`src/rtl/tlb_lookup_pkg.sv`:
```
package tlb_lookup_pkg;

    localparam logic [1:0] ACC_LOAD  = 2'd0;
    localparam logic [1:0] ACC_STORE = 2'd1;
    localparam logic [1:0] ACC_FETCH = 2'd2;

    localparam logic [5:0] CAUSE_NONE      = 6'd0;
    localparam logic [5:0] I_MISS          = 6'd16;
    localparam logic [5:0] I_MULTI         = 6'd17;
    localparam logic [5:0] I_PRIV          = 6'd18;
    localparam logic [5:0] I_PROHIB        = 6'd20;
    localparam logic [5:0] D_MISS          = 6'd24;
    localparam logic [5:0] D_MULTI         = 6'd25;
    localparam logic [5:0] D_PRIV          = 6'd26;
    localparam logic [5:0] D_LOAD_PROHIB   = 6'd28;
    localparam logic [5:0] D_STORE_PROHIB  = 6'd29;

    localparam logic [31:0] RING_RESET = 32'h0403_0201;

    typedef struct packed {
        logic [31:0] tag;
        logic [31:0] ppage;
        logic [7:0]  asid;
        logic [3:0]  attr;
    } tlb_entry_t;

    typedef struct packed {
        logic        valid;
        logic        fault;
        logic [5:0]  cause;
        logic [31:0] paddr;
        logic [31:0] psize;
        logic [2:0]  rwx;
        logic [1:0]  cache;
        logic [1:0]  ring;
    } tlb_rsp_t;

    // {found, ring}: the lowest byte equal to the ASID wins; ASID 0 never maps
    function automatic logic [2:0] ring_lookup(input logic [31:0] rings,
                                               input logic [7:0] asid);
        logic [2:0] r;
        r = 3'b000;
        if (asid != 8'd0) begin
            for (int k = 3; k >= 0; k--) begin
                if (rings[8*k +: 8] == asid) r = {1'b1, 2'(k)};
            end
        end
        return r;
    endfunction

    // 0: writable way, 1: fixed 128 MiB way, 2: fixed 256 MiB way
    function automatic int way_kind(input int w, input int fixed_high);
        if (fixed_high != 0 && w == 5) return 1;
        if (fixed_high != 0 && w == 6) return 2;
        return 0;
    endfunction

    function automatic int way_shift(input int kind, input int base);
        if (kind == 1) return 27;
        if (kind == 2) return 28;
        return base;
    endfunction

    function automatic tlb_entry_t boot_entry(input int kind, input int idx);
        tlb_entry_t e;
        e = '0;
        if (kind == 1) begin
            e.tag   = (idx == 0) ? 32'hD000_0000 : 32'hD800_0000;
            e.ppage = 32'h0000_0000;
            e.asid  = 8'd1;
            e.attr  = (idx == 0) ? 4'd7 : 4'd3;
        end else if (kind == 2) begin
            e.tag   = (idx == 0) ? 32'hE000_0000 : 32'hF000_0000;
            e.ppage = 32'hF000_0000;
            e.asid  = 8'd1;
            e.attr  = (idx == 0) ? 4'd7 : 4'd3;
        end
        return e;
    endfunction

endpackage

```
`src/rtl/tlb_ring_reg.sv`:
```
module tlb_ring_reg
    import tlb_lookup_pkg::*;
(
    input  logic        clk,
    input  logic        rst_n,
    input  logic        we,
    input  logic [31:0] wdata,
    output logic [31:0] rings
);
    logic [31:0] ring_d, ring_q;

    always_comb begin
        ring_d = ring_q;
        if (we) ring_d = wdata;
    end

    always_ff @(posedge clk or negedge rst_n) begin
        if (!rst_n) ring_q <= RING_RESET;
        else        ring_q <= ring_d;
    end

    assign rings = ring_q;
endmodule

```
`src/rtl/tlb_way.sv`:
```
module tlb_way
    import tlb_lookup_pkg::*;
#(
    parameter int KIND  = 0,
    parameter int SHIFT = 12,
    parameter int IDX_W = 2
) (
    input  logic             clk,
    input  logic             rst_n,
    input  logic             wr_en,
    input  logic [IDX_W-1:0] wr_idx,
    input  logic [31:0]      wr_vaddr,
    input  logic [31:0]      wr_paddr,
    input  logic [7:0]       wr_asid,
    input  logic [3:0]       wr_attr,
    input  logic [31:0]      lk_vaddr,
    output logic             lk_match,
    output tlb_entry_t       lk_entry
);
    localparam int          ENTRIES   = 1 << IDX_W;
    localparam logic [31:0] PAGE_MASK = ~((32'd1 << SHIFT) - 32'd1);
    localparam bit          WRITABLE  = (KIND == 0);

    tlb_entry_t mem_d [ENTRIES];
    tlb_entry_t mem_q [ENTRIES];
    logic [IDX_W-1:0] lk_idx;

    always_comb begin
        for (int i = 0; i < ENTRIES; i++) mem_d[i] = mem_q[i];
        if (wr_en && WRITABLE) begin
            mem_d[wr_idx].tag   = wr_vaddr & PAGE_MASK;
            mem_d[wr_idx].ppage = wr_paddr & PAGE_MASK;
            mem_d[wr_idx].asid  = wr_asid;
            mem_d[wr_idx].attr  = wr_attr;
        end
    end

    always_ff @(posedge clk or negedge rst_n) begin
        if (!rst_n) begin
            for (int i = 0; i < ENTRIES; i++) mem_q[i] <= boot_entry(KIND, i);
        end else begin
            for (int i = 0; i < ENTRIES; i++) mem_q[i] <= mem_d[i];
        end
    end

    assign lk_idx   = lk_vaddr[SHIFT +: IDX_W];
    assign lk_entry = mem_q[lk_idx];
    assign lk_match = (lk_entry.asid != 8'd0) &&
                      (lk_entry.tag == (lk_vaddr & PAGE_MASK));
endmodule

```
`src/rtl/tlb_attr_decode.sv`:
```
module tlb_attr_decode #(
    parameter bit IS_DATA = 1'b1
) (
    input  logic [3:0] attr,
    output logic [2:0] rwx,
    output logic [1:0] cache
);
    logic [2:0] raw;

    always_comb begin
        raw   = 3'b000;
        cache = 2'd0;
        if (attr < 4'd12) begin
            raw   = {1'b1, attr[1], attr[0]};
            cache = attr[3:2];
        end else if (attr == 4'd13) begin
            raw   = 3'b110;
            cache = 2'd3;
        end
        rwx = IS_DATA ? (raw & 3'b110) : (raw & 3'b001);
    end
endmodule

```
`src/rtl/tlb_lookup.sv`:
```
module tlb_lookup
    import tlb_lookup_pkg::*;
#(
    parameter int NWAYS      = 7,
    parameter int VAR_IDX_W  = 2,
    parameter int PAGE_SHIFT = 12,
    parameter bit FIXED_HIGH = 1'b1,
    parameter bit IS_DATA    = 1'b1
) (
    input  logic                       clk,
    input  logic                       rst_n,
    input  logic                       req_valid,
    input  logic [31:0]                req_vaddr,
    input  logic [1:0]                 req_type,
    input  logic [1:0]                 req_ring,
    input  logic                       wr_en,
    input  logic [$clog2(NWAYS)-1:0]   wr_way,
    input  logic [VAR_IDX_W-1:0]       wr_idx,
    input  logic [31:0]                wr_vaddr,
    input  logic [31:0]                wr_paddr,
    input  logic [7:0]                 wr_asid,
    input  logic [3:0]                 wr_attr,
    input  logic                       ring_we,
    input  logic [31:0]                ring_wdata,
    output logic                       rsp_valid,
    output logic                       rsp_fault,
    output logic [5:0]                 rsp_cause,
    output logic [31:0]                rsp_paddr,
    output logic [31:0]                rsp_page_size,
    output logic [2:0]                 rsp_rwx,
    output logic [1:0]                 rsp_cache,
    output logic [1:0]                 rsp_ring
);
    localparam int WAY_W = $clog2(NWAYS);
    localparam logic [5:0] C_MISS  = IS_DATA ? D_MISS  : I_MISS;
    localparam logic [5:0] C_MULTI = IS_DATA ? D_MULTI : I_MULTI;
    localparam logic [5:0] C_PRIV  = IS_DATA ? D_PRIV  : I_PRIV;

    logic [31:0] rings;
    logic [NWAYS-1:0] way_match, way_found, way_hit;
    tlb_entry_t  way_ent  [NWAYS];
    logic [31:0] way_mask [NWAYS];
    logic [1:0]  way_ring [NWAYS];

    tlb_ring_reg u_rings (
        .clk   (clk),
        .rst_n (rst_n),
        .we    (ring_we),
        .wdata (ring_wdata),
        .rings (rings)
    );

    for (genvar w = 0; w < NWAYS; w++) begin : g_way
        localparam int K  = way_kind(w, int'(FIXED_HIGH));
        localparam int S  = way_shift(K, PAGE_SHIFT);
        localparam int IW = (K == 0) ? VAR_IDX_W : 1;
        logic [2:0] map;

        tlb_way #(.KIND(K), .SHIFT(S), .IDX_W(IW)) u_way (
            .clk      (clk),
            .rst_n    (rst_n),
            .wr_en    (wr_en && (wr_way == WAY_W'(w))),
            .wr_idx   (wr_idx[IW-1:0]),
            .wr_vaddr (wr_vaddr),
            .wr_paddr (wr_paddr),
            .wr_asid  (wr_asid),
            .wr_attr  (wr_attr),
            .lk_vaddr (req_vaddr),
            .lk_match (way_match[w]),
            .lk_entry (way_ent[w])
        );

        assign map          = ring_lookup(rings, way_ent[w].asid);
        assign way_found[w] = map[2];
        assign way_ring[w]  = map[1:0];
        assign way_mask[w]  = ~((32'd1 << S) - 32'd1);
    end

    assign way_hit = way_match & way_found;

    tlb_entry_t  sel_ent;
    logic [31:0] sel_mask;
    logic [1:0]  sel_ring;
    logic        taken;
    logic [2:0]  dec_rwx;
    logic [1:0]  dec_cache;
    logic        granted;
    logic [5:0]  prohib_cause;
    tlb_rsp_t    rsp_d, rsp_q;

    always_comb begin
        taken    = 1'b0;
        sel_ent  = '0;
        sel_mask = '0;
        sel_ring = '0;
        for (int w = 0; w < NWAYS; w++) begin
            if (way_hit[w] && !taken) begin
                taken    = 1'b1;
                sel_ent  = way_ent[w];
                sel_mask = way_mask[w];
                sel_ring = way_ring[w];
            end
        end
    end

    tlb_attr_decode #(.IS_DATA(IS_DATA)) u_dec (
        .attr  (sel_ent.attr),
        .rwx   (dec_rwx),
        .cache (dec_cache)
    );

    always_comb begin
        case (req_type)
            ACC_LOAD:  granted = dec_rwx[2];
            ACC_STORE: granted = dec_rwx[1];
            ACC_FETCH: granted = dec_rwx[0];
            default:   granted = 1'b0;
        endcase
        if (!IS_DATA)                    prohib_cause = I_PROHIB;
        else if (req_type == ACC_STORE)  prohib_cause = D_STORE_PROHIB;
        else                             prohib_cause = D_LOAD_PROHIB;

        rsp_d       = '0;
        rsp_d.valid = req_valid;
        if (req_valid) begin
            if (way_hit == '0) begin
                rsp_d.fault = 1'b1;
                rsp_d.cause = C_MISS;
            end else if ($countones(way_hit) > 1) begin
                rsp_d.fault = 1'b1;
                rsp_d.cause = C_MULTI;
            end else if (sel_ring < req_ring) begin
                rsp_d.fault = 1'b1;
                rsp_d.cause = C_PRIV;
            end else if (!granted) begin
                rsp_d.fault = 1'b1;
                rsp_d.cause = prohib_cause;
            end else begin
                rsp_d.cause = CAUSE_NONE;
                rsp_d.paddr = sel_ent.ppage | (req_vaddr & ~sel_mask);
                rsp_d.psize = ~sel_mask + 32'd1;
                rsp_d.rwx   = dec_rwx;
                rsp_d.cache = dec_cache;
                rsp_d.ring  = sel_ring;
            end
        end
    end

    always_ff @(posedge clk or negedge rst_n) begin
        if (!rst_n) rsp_q <= '0;
        else        rsp_q <= rsp_d;
    end

    assign rsp_valid     = rsp_q.valid;
    assign rsp_fault     = rsp_q.fault;
    assign rsp_cause     = rsp_q.cause;
    assign rsp_paddr     = rsp_q.paddr;
    assign rsp_page_size = rsp_q.psize;
    assign rsp_rwx       = rsp_q.rwx;
    assign rsp_cache     = rsp_q.cache;
    assign rsp_ring      = rsp_q.ring;
endmodule

```
`config.mk`:
```
export PLATFORM = sky130hd
export DESIGN_NAME = tlb_lookup
export DESIGN_NICKNAME = d
export VERILOG_FILES = /design/src/rtl/tlb_lookup_pkg.sv /design/src/rtl/tlb_ring_reg.sv /design/src/rtl/tlb_way.sv /design/src/rtl/tlb_attr_decode.sv /design/src/rtl/tlb_lookup.sv
export SDC_FILE = /design/constraint.sdc
export NUM_CORES = 2
export LEC_CHECK = 0
export BUFFER_PORTS_ARGS = -buffer_cell sky130_fd_sc_hd__buf_4
export CAP_MARGIN = 0
export CORE_MARGIN = 10
export CORE_UTILIZATION = 40
export CTS_CLUSTER_SIZE = 8
export DETAILED_ROUTE_END_ITERATION = 7
export PLACE_DENSITY = 0.68
export SYNTH_ARGS = -nofsm -noshare
export SYNTH_HDL_FRONTEND = slang
export SYNTH_HIERARCHICAL = 1
export SYNTH_SLANG_ARGS = --single-unit
```
`constraint.sdc`:
```
create_clock -name clk -period 5.48 [get_ports clk]
set_clock_uncertainty 0.2 [all_clocks]
set_input_delay 0.822 -clock clk [delete_from_list [all_inputs] [get_ports clk]]
set_output_delay 0.822 -clock clk [all_outputs]
set_load 0.03 [all_outputs]
```
==> metrics.yaml <==
rsz0062_at_grt: "yes"
ant_nets: 0
drv_cap: 0
clock_path_buffers: 3
crit_path_frequent_cell: "buf_4"
max_freq_mhz: 173.5
crit_family: "compound AO/OA/AOI/OAI gates"
r2r_start: "g_way[3].u_way/mem_q[64]"
violations: "setup timing"
num-nets-final: 4681
tightest_slew_ns: 1.359
dp_slack_ns: -1.351
reg2reg_depth: 19
grt_max_degree: 115
ys_warn_count: 6
hold_path_class: "primary input to flop"
setup_slack_ns: -0.2845
drt_first_pass_iters: 8
setup_tns_ns: -8.811
dp.final_hpwl_mm: 103.9
dieWidth_um: 396.1
end_kind: "flop"
whs_path_depth: 2
core_area_um2: 140000
crit_fanout: 7
viasPerCell: 5.678
slew_headroom: 0.09295
htreeDepth: 4
syn_inst: 4098
r2r_end: "rsp_paddr[29]"
drv_slew: 0
drt_iter0_markers: 2541
rows: 137
grt_pass1_vias: 37980
antenna_found_initial: 12
dieArea_um2: 156900
track_usage: 0.2102
status: "finished with violations"
grt-ovfl-total: 0
cp.required_ns: 5.93
io_buffers: 181
hp-start: "ring_wdata[2]"
min_period_over_period: 1.052
path_buf_inv: 10
p_total_uw: 24110
start_util: 0.4040
clk_latency_ns: 0.78
worst-endpoint-arrival_ns: 6.21
rrSetupSlack_ns: -0.25
synth.cell_area_um2: 56580
hold_viol: 0
critPathKind: "primary input to flop"
drive_gt1_frac: 0.4824
io_pins: 233
startpoint_type: "primary input"
dp_cells: 6167
drc_errors: 0
globalplace.congestion: 0.8677
routedWlPerCell_um: 26.27
cp_slowest_cell: "mux4_2"
finalNonFillerCells: 6424
fin_crit_ns: 5.764
cts_buffers: 159
power.density_nw_per_um2: 359.2
cts_sinks: 1121
p_leak_uw: 0.03022
finalSetupViolations: 44
dieHeight_um: 396.1
whs_endpoint: "u_rings/rings[2]"
syn_avg_cell_area_um2: 13.81
routed-via-count: 36480
cts_tree: "built"
critPathLaunch: "req_vaddr[12]"
syn2layout_area_growth_pct: 18.63
critPathMaxStageDelay_ns: 0.52
irDropWorstVdd_mv: 0.3117
clockRootBuffer: "clkbuf_16"
clk_pin_slew_ns: 0.05
grt_pass1_wl_mm: 252.0
routed_wl_mm: 168.8
power by group:
group | internal (µW) | leakage [µW] | switching, µW | total [µW]
clock | 5240 | 0.00212 | 3590 | 8830
sequential | 9820 | 0.0143 | 827 | 10600
combinational | 2630 | 0.0138 | 1990 | 4630
total | 17700 | 0.0302 | 6410 | 24100
worst max-delay path by stage:
| stage | depth (start not counted) | to |
|---|---|---|
| final | 30 | rsp_paddr[5] |
| after global placement | 23 | rsp_paddr[20] |
| after detailed placement | 23 | rsp_paddr[19] |
| after floorplan | 21 | rsp_paddr[23] |
| after global routing | 30 | rsp_paddr[8] |
| after CTS | 25 | rsp_ring[0] |
area by class of cell:
class                   instances  area (µm²)
fillers                     12080       72920
flip-flops and latches       1121       28060
multi-input cells            2592       26950
repair buffers                588        5189
clock buffers                 172        4080
well taps                    1876        2347
clock inverters                15       271.5
inverters                      58       219.0
diodes                          2       5.005
sequential cells by signal (all words and copies together), names as in the netlist:
register           count
g_way.u_way/mem_q   1040
rsp_cache              2
rsp_cause              4
rsp_paddr             32
rsp_page_size          5
rsp_ring               2
rsp_rwx                3
rsp_valid              1
u_rings/rings         32
metal layers:
layer  vias to the layer above  routed length, µm  GRT usage
met5                         -                 94          0
met4                        14               6516    0.07763
met2                      1178              78130     0.3324
li1                      15550                  -          -
met3                       352              11290    0.04158
met1                     19380              72720     0.2855
per-stage QoR:
step	hold WS, ns	instance area (µm²)	util
floorplan	0.2704	57420	-
global placement	0.2787	61380	0.4383
detailed placement	0.2860	61380	0.4383
CTS	0.02764	66440	0.4744
global route	0.05309	67120	0.4793
finish	0.08718	67120	0.4793
timing repair:
item | in CTS | in global routing
endpoints found under the setup margin | 45 | 45
setup buffers | 33 | 25
pin swaps | 20 | 34
hold buffers | 2 | 0
hold endpoints to repair | 73 | 0
cloned | 2 | 7
resized for setup | 64 | 66
cell usage in the layout, fill, tap and decap left out, types with 21 or more instances in the layout:
master,count
dfrtp_1,1116
mux2_2,1047
buf_4,518
mux4_2,213
conb_1,176
xor2_1,174
clkbuf_16,167
xnor2_1,131
nor2_1,111
mux2i_1,71
nor3_1,63
inv_1,53
a211oi_1,53
nor4_1,51
a221oi_1,48
nand4_1,44
buf_12,36
nand2_1,31
mux2_4,30
o21ai_0,27
a21oi_1,26
o211ai_1,21
No activity file was read; power rests on OpenSTA's default activity.
